**src/rtl/nbb_pkg.sv**
```systemverilog
package nbb_pkg;
  typedef enum logic [2:0] {ST_IDLE, ST_STRB, ST_HOLD, ST_RCV, ST_ACK} seq_st_e;

  // control word bit positions
  localparam int CTL_NANDM  = 0;
  localparam int CTL_CSP    = 4;
  localparam int CTL_SEP    = 5;
  localparam int CTL_WPP    = 6;
  localparam int CTL_INSEL  = 8;
  localparam int CTL_OUTSEL = 10;
  localparam int CTL_CE     = 20;

  // status word bit positions
  localparam int STS_RB   = 0;
  localparam int STS_DONE = 3;

  // window address bit positions (byte address)
  localparam int A_ALE = 2;
  localparam int A_CLE = 3;
  localparam int A_CS  = 4;
  localparam int A_SE  = 5;
  localparam int A_WP  = 6;
  localparam int A_REG = 7;

  typedef struct packed {
    logic wp;
    logic se;
    logic cs;
    logic cle;
    logic ale;
  } pin_sel_t;

  typedef struct packed {
    logic nand_en;
    logic ce_en;
    logic cs_pol;
    logic se_pol;
    logic wp_pol;
    logic in_sel;
    logic out_sel;
  } ctl_t;
endpackage

```
**src/rtl/nbb_sync.sv**
```systemverilog
module nbb_sync #(
  parameter int W = 2
) (
  input  logic         clk_i,
  input  logic         rst_ni,
  input  logic [W-1:0] d_i,
  output logic [W-1:0] q_o
);
  logic [W-1:0] s1_q, s2_q;

  always_ff @(posedge clk_i or negedge rst_ni) begin
    if (!rst_ni) begin
      s1_q <= '0;
      s2_q <= '0;
    end else begin
      s1_q <= d_i;
      s2_q <= s1_q;
    end
  end

  assign q_o = s2_q;
endmodule

```
**src/rtl/nbb_seq.sv**
```systemverilog
module nbb_seq
  import nbb_pkg::*;
#(
  parameter int IO_W    = 8,
  parameter int WR_WAIT = 2,
  parameter int RD_WAIT = 2,
  parameter int HOLD    = 1,
  parameter int RECOV   = 1,
  parameter int CMULT   = 4
) (
  input  logic            clk_i,
  input  logic            rst_ni,
  input  logic            start_i,
  input  logic            rd_i,
  input  pin_sel_t        sel_i,
  input  logic [IO_W-1:0] wdata_i,
  input  logic [IO_W-1:0] io_i,
  output logic            busy_o,
  output logic            ack_o,
  output pin_sel_t        sel_o,
  output logic            we_n_o,
  output logic            re_n_o,
  output logic [IO_W-1:0] io_o,
  output logic            io_oe_o,
  output logic [IO_W-1:0] rdata_o
);
  localparam int LW     = WR_WAIT * CMULT;
  localparam int LR     = RD_WAIT * CMULT;
  localparam int LH     = HOLD * CMULT;
  localparam int LV     = RECOV * CMULT;
  localparam int LMAX_A = (LW > LR) ? LW : LR;
  localparam int LMAX_B = (LH > LV) ? LH : LV;
  localparam int LMAX   = (LMAX_A > LMAX_B) ? LMAX_A : LMAX_B;
  localparam int CW     = $clog2(LMAX) + 1;

  seq_st_e         st_q;
  logic [CW-1:0]   cnt_q;
  logic            rd_q;
  pin_sel_t        sel_q;
  logic [IO_W-1:0] wd_q, rd_data_q;
  logic            cnt_zero;

  assign cnt_zero = (cnt_q == '0);

  always_ff @(posedge clk_i or negedge rst_ni) begin
    if (!rst_ni) begin
      st_q      <= ST_IDLE;
      cnt_q     <= '0;
      rd_q      <= 1'b0;
      sel_q     <= '0;
      wd_q      <= '0;
      rd_data_q <= '0;
    end else begin
      unique case (st_q)
        ST_IDLE: if (start_i) begin
          st_q  <= ST_STRB;
          cnt_q <= rd_i ? CW'(LR - 1) : CW'(LW - 1);
          rd_q  <= rd_i;
          sel_q <= sel_i;
          wd_q  <= wdata_i;
        end
        ST_STRB: if (cnt_zero) begin
          st_q  <= ST_HOLD;
          cnt_q <= CW'(LH - 1);
          if (rd_q) rd_data_q <= io_i;  // strobe rises at this edge
        end else cnt_q <= cnt_q - 1'b1;
        ST_HOLD: if (cnt_zero) begin
          st_q  <= ST_RCV;
          cnt_q <= CW'(LV - 1);
        end else cnt_q <= cnt_q - 1'b1;
        ST_RCV: if (cnt_zero) st_q <= ST_ACK;
                else cnt_q <= cnt_q - 1'b1;
        ST_ACK: st_q <= ST_IDLE;
        default: st_q <= ST_IDLE;
      endcase
    end
  end

  assign busy_o  = (st_q == ST_STRB) || (st_q == ST_HOLD) || (st_q == ST_RCV);
  assign ack_o   = (st_q == ST_ACK);
  assign sel_o   = busy_o ? sel_q : '0;
  assign we_n_o  = !((st_q == ST_STRB) && !rd_q);
  assign re_n_o  = !((st_q == ST_STRB) && rd_q);
  assign io_oe_o = !rd_q && ((st_q == ST_STRB) || (st_q == ST_HOLD));
  assign io_o    = wd_q;
  assign rdata_o = rd_data_q;

  AST_WE_RISE_DRIVEN: assert property (@(posedge clk_i) disable iff (!rst_ni)
    $rose(we_n_o) |-> io_oe_o);
  AST_READ_NO_DRIVE: assert property (@(posedge clk_i) disable iff (!rst_ni)
    !re_n_o |-> !io_oe_o);
  AST_ACK_SINGLE: assert property (@(posedge clk_i) disable iff (!rst_ni)
    ack_o |=> !ack_o);
endmodule

```
**src/rtl/nbb_regs.sv**
```systemverilog
module nbb_regs
  import nbb_pkg::*;
#(
  parameter int DW = 32
) (
  input  logic          clk_i,
  input  logic          rst_ni,
  input  logic          wr_i,
  input  logic          ctl_sel_i,
  input  logic [DW-1:0] wdata_i,
  input  logic          xfer_start_i,
  input  logic          xfer_end_i,
  input  logic [1:0]    rb_sync_i,
  output ctl_t          ctl_o,
  output logic [DW-1:0] rdata_o
);
  localparam logic [DW-1:0] CTL_MASK = DW'((1 << CTL_NANDM) | (1 << CTL_CSP) |
    (1 << CTL_SEP) | (1 << CTL_WPP) | (1 << CTL_INSEL) | (1 << CTL_OUTSEL) |
    (1 << CTL_CE));

  logic [DW-1:0] ctl_q;
  logic          done_q;
  logic [DW-1:0] sts;

  always_ff @(posedge clk_i or negedge rst_ni) begin
    if (!rst_ni) begin
      ctl_q  <= '0;
      done_q <= 1'b0;
    end else begin
      if (wr_i && ctl_sel_i) ctl_q <= wdata_i & CTL_MASK;
      if (xfer_start_i)    done_q <= 1'b0;
      else if (xfer_end_i) done_q <= 1'b1;
    end
  end

  assign ctl_o.nand_en = ctl_q[CTL_NANDM];
  assign ctl_o.ce_en   = ctl_q[CTL_CE];
  assign ctl_o.cs_pol  = ctl_q[CTL_CSP];
  assign ctl_o.se_pol  = ctl_q[CTL_SEP];
  assign ctl_o.wp_pol  = ctl_q[CTL_WPP];
  assign ctl_o.in_sel  = ctl_q[CTL_INSEL];
  assign ctl_o.out_sel = ctl_q[CTL_OUTSEL];

  always_comb begin
    sts           = '0;
    sts[STS_RB]   = ctl_q[CTL_INSEL] ? rb_sync_i[1] : rb_sync_i[0];
    sts[STS_DONE] = done_q;
  end

  assign rdata_o = ctl_sel_i ? ctl_q : sts;

  AST_DONE_SET: assert property (@(posedge clk_i) disable iff (!rst_ni)
    xfer_end_i |=> done_q);
  AST_DONE_CLEAR: assert property (@(posedge clk_i) disable iff (!rst_ni)
    xfer_start_i |=> !done_q);
endmodule

```
**src/rtl/nand_bus_bridge.sv**
```systemverilog
module nand_bus_bridge
  import nbb_pkg::*;
#(
  parameter int BUS_DW  = 32,
  parameter int IO_W    = 8,
  parameter int WR_WAIT = 2,
  parameter int RD_WAIT = 2,
  parameter int HOLD    = 1,
  parameter int RECOV   = 1,
  parameter int CMULT   = 4
) (
  input  logic              clk_i,
  input  logic              rst_ni,
  input  logic              req_i,
  input  logic              we_i,
  input  logic [7:2]        addr_i,
  input  logic [BUS_DW-1:0] wdata_i,
  output logic [BUS_DW-1:0] rdata_o,
  output logic              ready_o,
  output logic [1:0]        nand_ce_o,
  output logic              nand_cle_o,
  output logic              nand_ale_o,
  output logic              nand_se_o,
  output logic              nand_wp_o,
  output logic              nand_we_n_o,
  output logic              nand_re_n_o,
  input  logic [IO_W-1:0]   nand_io_i,
  output logic [IO_W-1:0]   nand_io_o,
  output logic              nand_io_oe_o,
  input  logic [1:0]        nand_rb_i
);
  logic              seq_busy, seq_ack, reg_ack_q, idle_ok;
  logic              xfer_go, reg_go;
  logic [BUS_DW-1:0] reg_rd, reg_rd_q;
  logic [IO_W-1:0]   seq_rd;
  logic [1:0]        rb_sync;
  pin_sel_t          addr_sel, pin_sel;
  ctl_t              ctl;
  logic              cs_act;

  assign idle_ok = !seq_busy && !seq_ack && !reg_ack_q;
  assign xfer_go = req_i && !addr_i[A_REG] && idle_ok;
  assign reg_go  = req_i &&  addr_i[A_REG] && idle_ok;

  assign addr_sel.wp  = addr_i[A_WP];
  assign addr_sel.se  = addr_i[A_SE];
  assign addr_sel.cs  = addr_i[A_CS];
  assign addr_sel.cle = addr_i[A_CLE];
  assign addr_sel.ale = addr_i[A_ALE];

  nbb_sync #(.W(2)) u_rb_sync (
    .clk_i (clk_i), .rst_ni(rst_ni), .d_i(nand_rb_i), .q_o(rb_sync)
  );

  nbb_regs #(.DW(BUS_DW)) u_regs (
    .clk_i       (clk_i),
    .rst_ni      (rst_ni),
    .wr_i        (reg_go && we_i),
    .ctl_sel_i   (addr_i[2]),
    .wdata_i     (wdata_i),
    .xfer_start_i(xfer_go),
    .xfer_end_i  (seq_ack),
    .rb_sync_i   (rb_sync),
    .ctl_o       (ctl),
    .rdata_o     (reg_rd)
  );

  nbb_seq #(
    .IO_W(IO_W), .WR_WAIT(WR_WAIT), .RD_WAIT(RD_WAIT),
    .HOLD(HOLD), .RECOV(RECOV), .CMULT(CMULT)
  ) u_seq (
    .clk_i  (clk_i),
    .rst_ni (rst_ni),
    .start_i(xfer_go),
    .rd_i   (!we_i),
    .sel_i  (addr_sel),
    .wdata_i(wdata_i[IO_W-1:0]),
    .io_i   (nand_io_i),
    .busy_o (seq_busy),
    .ack_o  (seq_ack),
    .sel_o  (pin_sel),
    .we_n_o (nand_we_n_o),
    .re_n_o (nand_re_n_o),
    .io_o   (nand_io_o),
    .io_oe_o(nand_io_oe_o),
    .rdata_o(seq_rd)
  );

  always_ff @(posedge clk_i or negedge rst_ni) begin
    if (!rst_ni) begin
      reg_ack_q <= 1'b0;
      reg_rd_q  <= '0;
    end else begin
      reg_ack_q <= reg_go;
      if (reg_go) reg_rd_q <= reg_rd;
    end
  end

  assign ready_o = reg_ack_q || seq_ack;
  assign rdata_o = reg_ack_q ? reg_rd_q : {{(BUS_DW-IO_W){1'b0}}, seq_rd};

  // polarity bit set -> pin is active low
  assign cs_act       = ctl.nand_en && (ctl.ce_en || pin_sel.cs);
  assign nand_ce_o[0] = (cs_act && !ctl.out_sel) ^ ctl.cs_pol;
  assign nand_ce_o[1] = (cs_act &&  ctl.out_sel) ^ ctl.cs_pol;
  assign nand_cle_o   = pin_sel.cle;
  assign nand_ale_o   = pin_sel.ale;
  assign nand_se_o    = pin_sel.se ^ ctl.se_pol;
  assign nand_wp_o    = pin_sel.wp ^ ctl.wp_pol;

  AST_NO_READY_BUSY: assert property (@(posedge clk_i) disable iff (!rst_ni)
    seq_busy |-> !ready_o);
  AST_CE_OFF_NO_MODE: assert property (@(posedge clk_i) disable iff (!rst_ni)
    !ctl.nand_en |-> (nand_ce_o == {2{ctl.cs_pol}}));
  AST_LATCH_IDLE: assert property (@(posedge clk_i) disable iff (!rst_ni)
    (nand_we_n_o && nand_re_n_o && !nand_io_oe_o && !seq_busy)
      |-> (!nand_cle_o && !nand_ale_o));
endmodule

```
**config.mk**
```make
export PLATFORM = sky130hd
export DESIGN_NAME = nand_bus_bridge
export DESIGN_NICKNAME = d
export VERILOG_FILES = /design/src/rtl/nbb_pkg.sv /design/src/rtl/nbb_sync.sv /design/src/rtl/nbb_seq.sv /design/src/rtl/nbb_regs.sv /design/src/rtl/nand_bus_bridge.sv
export SDC_FILE = /design/constraint.sdc
export NUM_CORES = 1
export LEC_CHECK = 0
export ABC_AREA = 0
export BUFFER_PORTS_ARGS = -buffer_cell sky130_fd_sc_hd__buf_2
export CAP_MARGIN = 5
export CORE_UTILIZATION = 52
export DETAILED_ROUTE_END_ITERATION = 8
export MAX_ROUTING_LAYER = met4
export PLACE_DENSITY_LB_ADDON = 0.08
export SYNTH_ARGS = -nofsm -noshare
export SYNTH_HDL_FRONTEND = slang
export SYNTH_SLANG_ARGS = --single-unit
```
**constraint.sdc**
```tcl
create_clock -name clk_i -period 3.1 [get_ports clk_i]
set_clock_uncertainty 0.15 [all_clocks]
set_input_delay 0.62 -clock clk_i [delete_from_list [all_inputs] [get_ports clk_i]]
set_output_delay 0.62 -clock clk_i [all_outputs]
set_load 0.05 [all_outputs]
```
## Word-level counts from Yosys, hierarchy flattened

Index checks and enable logic that the tools add are counted.
Widths: inputs -> output; s select.

| storage, ports and cells | value |
|---|---|
| bits in registers | 74 |
| input port bits | 52 |
| output and inout bits | 50 |
| logic and storage cells | 81 |

| operators by class | value |
|---|---|
| $add $sub $neg | 1 |
| equal/unequal tests | 9 |
| multiplexer cells | 15 |
| bitwise logic cells | 4 |
| reduce and logical (&&, ||, !) cells | 36 |

Operators by type and width:

| kind | count |
|---|---|
| $mux 32 | 1 |
| $mux 21 | 1 |
| $logic_and 1x1->1 | 14 |
| $mux 3 | 4 |
| $mux 4 | 3 |
| $pmux 3 s4 | 1 |
| $pmux 4 s3 | 1 |
| $logic_not 1->1 | 9 |
| $eq 3x2->1 const B | 2 |
| $ne 2x1->1 const B | 3 |
| $reduce_and 3->1 | 2 |
| $mux 5 | 1 |
| $logic_not 4->1 | 1 |
| $logic_or 1x1->1 | 4 |
| $ne 2x2->1 const B | 2 |
| $reduce_and 4->1 | 1 |
| $sub 4x1->4 const B | 1 |
| $xor 1x1->1 | 4 |
| $eq 3x1->1 const B | 1 |
| $eq 3x3->1 const B | 1 |
| $logic_not 3->1 | 1 |
| $mux 1 | 3 |
| $reduce_bool 3->1 | 1 |
| $reduce_and 2->1 | 1 |
| 2 further kinds | 2 |

## Depth between registers and ports, before layout

Gate-level depths: netlist of run 1.

| depth | value |
|---|---|
| depth in word-level cells | 9 |
| gate-level depth with buffers | 6 |
| depth with buffers taken out | 5 |

## Cells and area by module

Synthesis of run 1 repeated with hierarchy kept, for this count alone.

| unflattened totals | value |
|---|---|
| cells, all modules | 281 |
| area total of the unflattened synthesis | 3772.4 um^2 |

Modules (own cells, without submodules):

| module | instances | cells each | area an instance (um^2) | seq. area each (um^2) |
|---|---|---|---|---|
| nand_bus_bridge | 1 | 118 | 1692.9 | 825.8 |
| nbb_seq | 1 | 105 | 1378.8 | 725.7 |
| nbb_regs | 1 | 54 | 600.6 | 200.2 |
| nbb_sync | 1 | 4 | 100.1 | 100.1 |

## Least setup slack after synthesis of run 1

No wires, ideal clock.

| timing | value |
|---|---|
| path type | register to output |
| from | reg u_seq.st_q[1] |
| to | out nand_ce_o[0] |
| data arrival time | 2.089 ns |
| data required time | 2.330 ns |
| path slack | 0.241 ns |
| cell stages (with the launch flop) | 5 |
| path buffers | 1 |
| cells stage by stage | dfrtp_1 > buf_1 > o21ba_2 > a21oi_1 > o21ai_0 |

| between the ends | value |
|---|---|
| cells in the longest elaborated chain, start to end | 8 |
| elaborated cells on any way between the ends | 10 |
| those cells by class | eq/ne: 3; mux: 1; bitwise: 1; reduce/logical: 5 |

Ends and longest elaborated chain:

| what | RTL line | source |
|---|---|---|
| from (decl) | nbb_seq.sv:36 | `seq_st_e st_q;` |
| from (signal assigned) | nbb_seq.sv:47 | `st_q <= ST_IDLE;` |
| from (signal assigned) | nbb_seq.sv:56 | `st_q <= ST_STRB;` |
| from (signal assigned) | nbb_seq.sv:63 | `st_q <= ST_HOLD;` |
| $eq 3x1->1 / $eq 3x2->1 (equally long branches) | nbb_seq.sv:79 | `assign busy_o = (st_q == ST_STRB) \|\| (st_q == ST_HOLD) \|\| (st_q == ST_RCV);` |
| $logic_or 1x1->1 | nbb_seq.sv:79 |  |
| $logic_or 1x1->1 (*) | nbb_seq.sv:79 |  |
| $mux 5 (*) | nbb_seq.sv:81 | `assign sel_o = busy_o ? sel_q : '0;` |
| $logic_or 1x1->1 (*) | nand_bus_bridge.sv:103 | `assign cs_act = ctl.nand_en && (ctl.ce_en \|\| pin_sel.cs);` |
| $logic_and 1x1->1 (*) | nand_bus_bridge.sv:103 |  |
| $logic_and 1x1->1 (*) | nand_bus_bridge.sv:104 | `assign nand_ce_o[0] = (cs_act && !ctl.out_sel) ^ ctl.cs_pol;` |
| $xor 1x1->1 (*) | nand_bus_bridge.sv:104 |  |
| to (decl) | nand_bus_bridge.sv:20 | `output logic [1:0] nand_ce_o,` |

Every way passes the cells marked *; elsewhere a longest branch is shown, timed or not.

## Worst setup path in the final report of run 1

| timing | value |
|---|---|
| from | reg u_seq.st_q[2] |
| to | out nand_ce_o[0] |

Same word-level chain as after synthesis.

==> qor.json, run 1 <==
{
  "cap_violations": {"value": 0},
  "critPathLaunchType": {"value": "flip-flop"},
  "synthesis.instances": {"value": 214},
  "initial_utilization": {"value": 54.05, "unit": "%"},
  "drtPass1Iterations": {"value": 6},
  "ir_worst_vdd": {"value": 0.6316, "unit": "mV"},
  "cts_sinks": {"value": 50},
  "outcome": {"value": "finished with violations"},
  "tritoncts": {"value": "built"},
  "final_period_minus_worst_setup_slack": {"value": 2618, "unit": "ps"},
  "ff2ff_setup_slack": {"value": 790, "unit": "ps"},
  "final.period_utilization": {"value": 84.44, "unit": "%"},
  "grt_first_pass_wirelength": {"value": 7341, "unit": "um"},
  "path_type_of_the_worst_setup_path": {"value": "flip-flop to output pin"},
  "cts_repair_resizes": {"value": 0},
  "power.density": {"value": 1142, "unit": "mW/mm^2"},
  "die_height": {"value": 71.84, "unit": "um"},
  "cts_root_buf": {"value": "clkbuf_8"},
  "syn_avg_cell_area": {"value": 11.85, "unit": "um^2"},
  "cts_max_level": {"value": 2},
  "gr-usage-met1": {"value": 25.40, "unit": "%"},
  "floorplan.rows": {"value": 25},
  "violations_in_the_final_reports": {"value": "DRC"},
  "postSynthRegisterBits": {"value": 50},
  "first_global_vias": {"value": 1524},
  "die-width": {"value": 71.84, "unit": "um"},
  "worst_skew_pair.late_latency": {"value": 300, "unit": "ps"},
  "synth_seq_area_share": {"value": 49.33, "unit": "%"},
  "number_of_cts_inserted_buffers": {"value": 5},
  "port_buffers": {"value": 59},
  "clk_pin_slew_worst_paths": {"value": 90, "unit": "ps"},
  "synth_flop_cell": {"value": "dfrtp_1"},
  "async_reset_ff_share": {"value": 100.0, "unit": "%"},
  "number_of_antenna_violations_at_the_first_check_in_global_routing": {"value": 0},
  "drt_iter0_drc": {"value": 85},
  "n_fill_cell": {"value": 413},
  "number_of_failing_hold_endpoints_at_the_final_stage": {"value": 0},
  "io_pins": {"value": 102},
  "synth_top_cell_area_share": {"value": 49.33, "unit": "%"},
  "dp.final_hpwl": {"value": 3182, "unit": "um"},
  "grt_overflow": {"value": 0},
  "cts_hold_buf": {"value": 0},
  "fp.coreArea": {"value": 0.004692, "unit": "mm^2"},
  "slew_headroom": {"value": 48.25, "unit": "%"},
  "cp_data_required_time": {"value": 2330, "unit": "ps"},
  "track_usage": {"value": 19.51, "unit": "%"},
  "top_usage_layer": {"value": "met2"},
  "post-synth-top-count-cell": {"value": "dfrtp_1"},
  "gr-usage-met3": {"value": 3.516, "unit": "%"},
  "totalPowerFinal": {"value": 3.278, "unit": "mW"},
  "setup-violations-final": {"value": 0},
  "sequential_cell_area": {"value": 0.001251, "unit": "mm^2"},
  "synth_enable_flop_cells": {"value": 0},
  "achievable-frequency": {"value": 382.0, "unit": "MHz"},
  "met2_usage": {"value": 29.87, "unit": "%"},
  "cts-root-to-sink-buffers": {"value": 2},
  "cp.arrival": {"value": 1850, "unit": "ps"},
  "die_area": {"value": 0.005160, "unit": "mm^2"},
  "nNetsFinal": {"value": 325},
  "wl_per_cell": {"value": 13.62, "unit": "um"},
  "grt_start_max_net_pins": {"value": 27},
  "drv_slew": {"value": 0},
  "share_of_cells_above_drive_strength_1": {"value": 39.34, "unit": "%"},
  "antenna_cells": {"value": 0},
  "yosys_warning_total": {"value": 0},
  "finalSetupTns": {"value": 0, "unit": "ps"},
  "finalWeightedCongestion": {"value": 0.8121},
  "num_vias": {"value": 1658},
  "cts.repair_timing.setup_buffer_count": {"value": 0},
  "unrepaired_setup_endpoints_after_global_routing": {"value": "no"},
  "multi_input_area": {"value": 0.001095, "unit": "mm^2"},
  "crit_fanout": {"value": 14},
  "mappedNetlistArea": {"value": 0.002536, "unit": "mm^2"},
  "antenna_left": {"value": 0},
  "syn2layout_area_growth": {"value": 13.22, "unit": "%"},
  "synth.largest_area_cell": {"value": "dfrtp_1"},
  "post_synth_main_area_contributors": {"value": "dfrtp_1 49%, mux2_2 12%, buf_4 6.2%, mux2_4 5.3%, mux2i_1 3.2%"},
  "tightestPinTransition": {"value": 776.3, "unit": "ps"},
  "drt_drc_violations_left": {"value": 2},
  "cellLeakagePower": {"value": 1.410, "unit": "nW"},
  "min_path_type": {"value": "input pin to async pin"},
  "post_synth_num_cell_types": {"value": 44},
  "routed_wl": {"value": 4441, "unit": "um"},
  "detail_route.vias_per_cell": {"value": 5.086},
  "crit_path_capture_type": {"value": "output pin"},
  "synth_common_cells": {"value": "50 x dfrtp_1, 26 x mux2_2, 21 x buf_4"}
}
==> critical path: stages, from the launching register on <==
cell     delay (ps)
dfrtp_1         530
o21ba_2         410
a21oi_1         100
o21ai_0         200
buf_2           300
==> state kept, by name (all words and copies together), names as in the netlist <==
name	flops
u_seq.cnt_q	4
u_rb_sync.s1_q	2
u_regs.done_q	1
reg_rd_q	8
u_seq.sel_q	5
u_seq.io_o	8
u_seq.rd_q	1
u_seq.st_q	3
reg_ack_q	1
u_seq.rdata_o	8
u_rb_sync.q_o	2
u_regs.ctl_q	7
==> placed cells by master (no fill, tap or decap), types with 2 or more instances in the layout <==
master / instances
a211oi_1: 2
a21oi_1: 2
and2_1: 5
buf_2: 59
buf_4: 2
clkbuf_8: 5
conb_1: 21
dfrtp_1: 50
ha_1: 2
inv_1: 10
mux2_2: 26
mux2_4: 9
mux2i_1: 8
nand2_1: 14
nand2b_1: 2
nand3_1: 3
nand3b_1: 4
nor2_1: 4
nor2b_1: 4
nor3_1: 3
nor3b_1: 2
nor4b_1: 2
o211ai_1: 2
o21ai_0: 8
xnor2_1: 4
==> per-layer routing <==
| layer | routed length, um | vias to the layer above |
|---|---|---|
| li1 | - | 801 |
| met1 | 2105 | 795 |
| met2 | 2085 | 54 |
| met3 | 168 | 8 |
| met4 | 82 | 0 |
| met5 | 0 | - |
==> through the flow <==
stage / util, % / instances / instance area (um^2) / setup WS [ps] / hold WS (ps)
after global placement: 58.85 / 318 / 2761 / 751.7 / 182.2
after detailed placement: 58.85 / 318 / 2761 / 735.4 / 187.2
final: 61.20 / 326 / 2872 / 482.3 / 136.4
after floorplan: - / 234 / 2611 / 241.0 / 174.4
after global routing: 61.20 / 326 / 2872 / 389.0 / 171.6
after CTS: 61.20 / 326 / 2872 / 479.7 / 151.4
==> power by group <==
group | internal [mW] | switching, mW | total (mW)
logic | 0.561 | 1.10 | 1.66
clock network | 0.241 | 0.219 | 0.459
registers | 0.922 | 0.234 | 1.16
total | 1.72 | 1.55 | 3.28
==> path summary, 6_finish.rpt <==
check,endpoint,cells past startpoint,startpoint
setup / recovery,nand_ce_o[0],4,u_seq.st_q[2]$_DFFE_PN0P_
hold / removal,u_seq.rdata_o[2]$_DFFE_PN0P_,1,rst_ni
setup reg to reg,u_seq.sel_q[0]$_DFFE_PN0P_,3,reg_ack_q$_DFF_PN0_
hold reg to reg,u_rb_sync.q_o[1]$_DFF_PN0_,0,u_rb_sync.s1_q[1]$_DFF_PN0_
max in group asynchronous,u_seq.sel_q[4]$_DFFE_PN0P_,2,rst_ni
min in group clk_i,u_rb_sync.q_o[1]$_DFF_PN0_,0,u_rb_sync.s1_q[1]$_DFF_PN0_
==> cell type report <==
type,count,area share (%)
Timing Repair Buffer,61,10.81
Clock buffer,6,2.527
Tap cell,54,2.353
Multi-Input combinational cell,143,38.13
Sequential cell,50,43.57
Clock inverter,2,1.307
Inverter,10,1.307
==> kinds of logic (layout without fill, tap and decap cells) <==
family	Yosys count	count (layout)	share of synthesized area (%)
xor gates and xnor gates	4	4	1.381
DFF	50	50	49.33
other	1	21	0.1479
and+or+nand+nor	49	49	11.00
adders and majority gates	2	2	0.9865
AOI/OAI and AO/OA	24	24	6.660
buffers and inverters	41	79	10.46
muxes	43	43	20.03
Note: power is estimated with default switching activity, not from simulation.
==> run 2, diff against run 1 <==
--- a/config.mk
+++ b/config.mk
@@ -5,10 +5,10 @@
 export SDC_FILE = /design/constraint.sdc
 export NUM_CORES = 1
 export LEC_CHECK = 0
-export ABC_AREA = 0
+export ABC_AREA = 1
 export BUFFER_PORTS_ARGS = -buffer_cell sky130_fd_sc_hd__buf_2
 export CAP_MARGIN = 5
-export CORE_UTILIZATION = 52
+export CORE_UTILIZATION = 43
 export DETAILED_ROUTE_END_ITERATION = 8
 export MAX_ROUTING_LAYER = met4
 export PLACE_DENSITY_LB_ADDON = 0.08
==> constraint.sdc (replaced) <==
create_clock -name clk_i -period 2.25 [get_ports clk_i]
set_clock_uncertainty 0.15 [all_clocks]
set_input_delay 0.45 -clock clk_i [delete_from_list [all_inputs] [get_ports clk_i]]
set_output_delay 0.45 -clock clk_i [all_outputs]
set_load 0.05 [all_outputs]
==> qor.json, run 2 <==
{
  "finish.instance_area": {"value": 0.002949, "unit": "mm^2", "change": "was 0.002872 mm^2"},
  "finalSetupTns": {"value": 0, "unit": "ps", "change": "unchanged"},
  "initial_utilization": {"value": 44.89, "unit": "%", "change": "was 54.05%"},
  "syn2layout_area_growth": {"value": 17.85, "unit": "%", "change": "was 13.22%"},
  "cap_violations": {"value": 0, "change": "unchanged"},
  "rr_startpoint": {"value": "u_seq.st_q[1]$_DFFE_PN0P_", "change": "was reg_ack_q$_DFF_PN0_"},
  "cts-root-to-sink-buffers": {"value": 2, "change": "unchanged"},
  "drv_slew": {"value": 0, "change": "unchanged"},
  "placement.cell_area": {"value": 0.002808, "unit": "mm^2", "change": "was 0.002761 mm^2"},
  "synth_flop_cell": {"value": "dfrtp_1", "change": "unchanged"},
  "cts_hold_buf": {"value": 0, "change": "unchanged"},
  "post_synth_main_area_contributors": {"value": "dfrtp_1 50%, nand2_1 14%, buf_4 6.6%, inv_1 6.5%, o21ai_0 6.2%", "change": "was dfrtp_1 49%, mux2_2 12%, buf_4 6.2%, mux2_4 5.3%, mux2i_1 3.2%"},
  "cellLeakagePower": {"value": 1.662, "unit": "nW", "change": "was 1.410 nW"},
  "grt_overflow": {"value": 0, "change": "unchanged"},
  "cp.arrival": {"value": 1530, "unit": "ps", "change": "was 1850 ps"},
  "crit_path_frequent_cell": {"value": "nand2_1"},
  "number_of_antenna_violations_at_the_first_check_in_global_routing": {"value": 0, "change": "unchanged"},
  "achievable-frequency": {"value": 469.6, "unit": "MHz"},
  "finish.cell_count_without_fillers": {"value": 444, "change": "was 326"},
  "share_of_cells_above_drive_strength_1": {"value": 22.85, "unit": "%", "change": "was 39.34%"},
  "detail_route.vias_per_cell": {"value": 4.520, "change": "was 5.086"},
  "final.period_utilization": {"value": 94.65, "unit": "%"},
  "timing.critical_path.slowest_cell_delay": {"value": 440, "unit": "ps", "change": "was 530 ps"},
  "setup-violations-final": {"value": 0, "change": "unchanged"},
  "antenna_cells": {"value": 0, "change": "unchanged"},
  "wl_per_cell": {"value": 11.23, "unit": "um", "change": "was 13.62 um"},
  "dp.final_hpwl": {"value": 3709, "unit": "um", "change": "was 3182 um"},
  "floorplan.rows": {"value": 27, "change": "was 25"},
  "crit_fanout": {"value": 5, "change": "was 14"},
  "worstPathCellList": {"value": "nor2_4, nor2_4, nand2_1, nand2_1, nand3_1, nand2_1, nand2_1, buf_4", "change": "was o21ba_2, a21oi_1, o21ai_0, buf_2"},
  "fp.coreArea": {"value": 0.005574, "unit": "mm^2", "change": "was 0.004692 mm^2"},
  "first_global_vias": {"value": 1885, "change": "was 1524"},
  "drt_drc_violations_left": {"value": 0, "change": "was 2"},
  "postSynthRegisterBits": {"value": 50, "change": "unchanged"},
  "nNetsFinal": {"value": 426, "change": "was 325"},
  "post-place-ws": {"value": 207.2, "unit": "ps", "change": "was 735.4 ps"},
  "post-synth-top-count-cell": {"value": "nand2_1", "change": "was dfrtp_1"},
  "synth_seq_area_share": {"value": 50.00, "unit": "%", "change": "was 49.33%"},
  "post_synth_num_cell_types": {"value": 25, "change": "was 44"},
  "slowest_stage": {"value": "dfrtp_2", "change": "was dfrtp_1"},
  "yosys_warning_total": {"value": 0, "change": "unchanged"},
  "synth.largest_area_cell": {"value": "dfrtp_1", "change": "unchanged"},
  "unrepaired_setup_endpoints_after_global_routing": {"value": "no", "change": "unchanged"},
  "cts_sinks": {"value": 50, "change": "unchanged"},
  "power.density": {"value": 1551, "unit": "mW/mm^2", "change": "was 1142 mW/mm^2"},
  "min_path_type": {"value": "input pin to async pin", "change": "unchanged"},
  "seqPwrFrac": {"value": 32.9, "unit": "%", "change": "was 35.3%"},
  "finalWeightedCongestion": {"value": 0.7532, "change": "was 0.8121"},
  "power_frac_comb": {"value": 53.7, "unit": "%", "change": "was 50.7%"},
  "final.hold.worst_slack": {"value": -7.744, "unit": "ps", "change": "was 136.4 ps"},
  "io_pins": {"value": 102, "change": "unchanged"},
  "synth_enable_flop_cells": {"value": 0, "change": "unchanged"},
  "cts_max_level": {"value": 2, "change": "unchanged"},
  "synthesis.instances": {"value": 308, "change": "was 214"},
  "port_buffers": {"value": 59, "change": "unchanged"},
  "worst_skew_pair.late_latency": {"value": 300, "unit": "ps", "change": "about the same"},
  "cpLargestDelayFamily": {"value": "simple AND/OR/NAND/NOR gates", "change": "was compound AO/OA/AOI/OAI gates"},
  "clk_pin_slew_worst_paths": {"value": 90, "unit": "ps", "change": "about the same"},
  "slew_headroom": {"value": 59.48, "unit": "%", "change": "was 48.25%"},
  "grt_first_pass_wirelength": {"value": 8749, "unit": "um", "change": "was 7341 um"},
  "ir_worst_vdd": {"value": 0.7193, "unit": "mV", "change": "was 0.6316 mV"},
  "power.switching": {"value": 2.334, "unit": "mW", "change": "was 1.555 mW"},
  "mappedNetlistArea": {"value": 0.002502, "unit": "mm^2", "change": "was 0.002536 mm^2"},
  "crit_path_capture_type": {"value": "output pin", "change": "unchanged"},
  "async_reset_ff_share": {"value": 100.0, "unit": "%", "change": "unchanged"},
  "clock_power_share": {"value": 13.4, "unit": "%", "change": "was 14.0%"},
  "power.internal": {"value": 2.239, "unit": "mW", "change": "was 1.723 mW"},
  "synth_top_cell_area_share": {"value": 50.00, "unit": "%", "change": "was 49.33%"},
  "path_type_of_the_worst_setup_path": {"value": "flip-flop to output pin", "change": "unchanged"},
  "final_period_minus_worst_setup_slack": {"value": 2130, "unit": "ps"},
  "syn_avg_cell_area": {"value": 8.125, "unit": "um^2", "change": "was 11.85 um^2"},
  "track_usage": {"value": 18.86, "unit": "%", "change": "was 19.51%"},
  "cp_num_buf_inv": {"value": 1, "change": "unchanged"},
  "cp_data_required_time": {"value": 1650, "unit": "ps", "change": "was 2330 ps"},
  "die-width": {"value": 78.29, "unit": "um", "change": "was 71.84 um"},
  "cts_root_buf": {"value": "clkbuf_8", "change": "unchanged"},
  "number_of_failing_hold_endpoints_at_the_final_stage": {"value": 13, "change": "was 0"},
  "final.setup.worst_slack": {"value": 120.3, "unit": "ps", "change": "was 482.3 ps"},
  "number_of_cts_inserted_buffers": {"value": 5, "change": "unchanged"},
  "final_util": {"value": 52.91, "unit": "%", "change": "was 61.20%"},
  "drtPass1Iterations": {"value": 4, "change": "was 6"},
  "numPlacedInstances": {"value": 435, "change": "was 318"},
  "n_fill_cell": {"value": 573, "change": "was 413"},
  "die_area": {"value": 0.006129, "unit": "mm^2", "change": "was 0.005160 mm^2"},
  "layout.cells.most_common": {"value": "nand2_1", "change": "was buf_2"},
  "violations_in_the_final_reports": {"value": "hold timing", "change": "was DRC"},
  "outcome": {"value": "finished with violations", "change": "unchanged"},
  "power.share.switching": {"value": 51.03, "unit": "%", "change": "was 47.43%"},
  "final_cell_mix": {"value": "91 x nand2_1, 57 x buf_2, 49 x dfrtp_1", "change": "was 59 x buf_2, 50 x dfrtp_1, 26 x mux2_2"},
  "synth_common_cells": {"value": "91 x nand2_1, 50 x dfrtp_1, 43 x inv_1", "change": "was 50 x dfrtp_1, 26 x mux2_2, 21 x buf_4"},
  "tritoncts": {"value": "built", "change": "unchanged"},
  "antenna_left": {"value": 0, "change": "unchanged"},
  "critPathLaunch": {"value": "u_seq.st_q[1]$_DFFE_PN0P_", "change": "was u_seq.st_q[2]$_DFFE_PN0P_"},
  "grt_start_max_net_pins": {"value": 29, "change": "was 27"},
  "critPathLaunchType": {"value": "flip-flop", "change": "unchanged"},
  "tightestPinTransition": {"value": 606.3, "unit": "ps", "change": "was 776.3 ps"},
  "num_vias": {"value": 2007, "change": "was 1658"},
  "drt_iter0_drc": {"value": 100, "change": "was 85"},
  "die_height": {"value": 78.29, "unit": "um", "change": "was 71.84 um"},
  "routed_wl": {"value": 4986, "unit": "um", "change": "was 4441 um"}
}
[run 2: cell count changes in the layout (fill, tap and decap cells not counted), moves of 9 or more]
cell     change
nand3_1     +11
nand4_1     +11
nand2_1     +77
mux2_2      -26
mux2_4       -9
o21ai_0     +23
inv_1       +33
nor2_1      +11
[run 2: power groups by stage]
stage / logic, mW / clock network [mW] / registers (mW)
floorplan: 1.67 / 0 / 1.72
global placement: 2.37 / 0 / 1.50
detailed placement: 2.40 / 0 / 1.52
CTS: 2.43 / 0.641 / 1.50
global route: 2.70 / 0.678 / 1.56
finish: 2.45 / 0.615 / 1.50
[run 2: worst reg2reg max path, cell delays in order (launching register included)]
cell	delay, ps
dfrtp_2	440
buf_4	150
o21ai_2	240
nand3_2	140
nor2_4	300
nand2_1	190
o21ai_0	190
[run 2: worst paths after layout]
path                                                end  slack, ps  depth (start not counted)
setup / recovery                           nand_ce_o[0]        120                          8
setup reg to reg               reg_rd_q[20]$_DFFE_PN0P_        370                          6
min in group clk_i          u_rb_sync.s1_q[1]$_DFF_PN0_        100                          1
max in group asynchronous     u_seq.st_q[1]$_DFFE_PN0P_       1390                          2
hold reg to reg              u_rb_sync.q_o[1]$_DFF_PN0_        200                          0
hold / removal             u_seq.rdata_o[7]$_DFFE_PN0P_         -8                          1
[run 2: cell families (layout without fill, tap and decap cells)]
logic type / after synthesis / after routing / share of synthesized area [%]
other: 1 / 21 / 0.1499
adder cells (fa/ha/maj): 2 / 2 / 0.9998
AND/OR/NAND/NOR: 140 / 140 / 25.10
XOR/XNOR: 3 / 3 / 1.050
flip-flops: 50 / 50 / 50.00
buffers and inverters: 73 / 117 / 14.65
AO/OA/AOI/OAI: 39 / 39 / 8.050
[run 2: area by class of cell]
| cell class | instances | area (um^2) | area share [%] |
|---|---|---|---|
| Tap cell | 72 | 90.09 | 3.055 |
| Multi-Input combinational cell | 205 | 964.7 | 32.71 |
| Clock inverter | 2 | 38.79 | 1.315 |
| Sequential cell | 50 | 1252 | 42.47 |
| Timing Repair Buffer | 65 | 361.6 | 12.26 |
| Clock buffer | 5 | 68.82 | 2.333 |
| Inverter | 45 | 172.7 | 5.855 |
[run 2: timing repair]
item	in CTS	in global routing
buffers inserted	0	2
pin swaps	0	2
endpoints found under the setup margin	4	4
gates resized for setup	4	2
hold endpoints to repair	0	0
[run 2: through the flow]
step	power [mW]	hold WS, ps
final	4.573	-7.744
after global placement	3.873	183.0
after CTS	4.580	3.045
after floorplan	3.390	4.409
after detailed placement	3.921	185.5
after global routing	4.935	15.38
[run 2: layer usage]
layer,vias to the layer above,GRT usage (%),share of wire [%]
met5,-,-,0
met4,0,4.444,0.92
met3,7,4.070,5.2
met2,64,30.09,46
met1,892,24.66,48
li1,1044,-,-
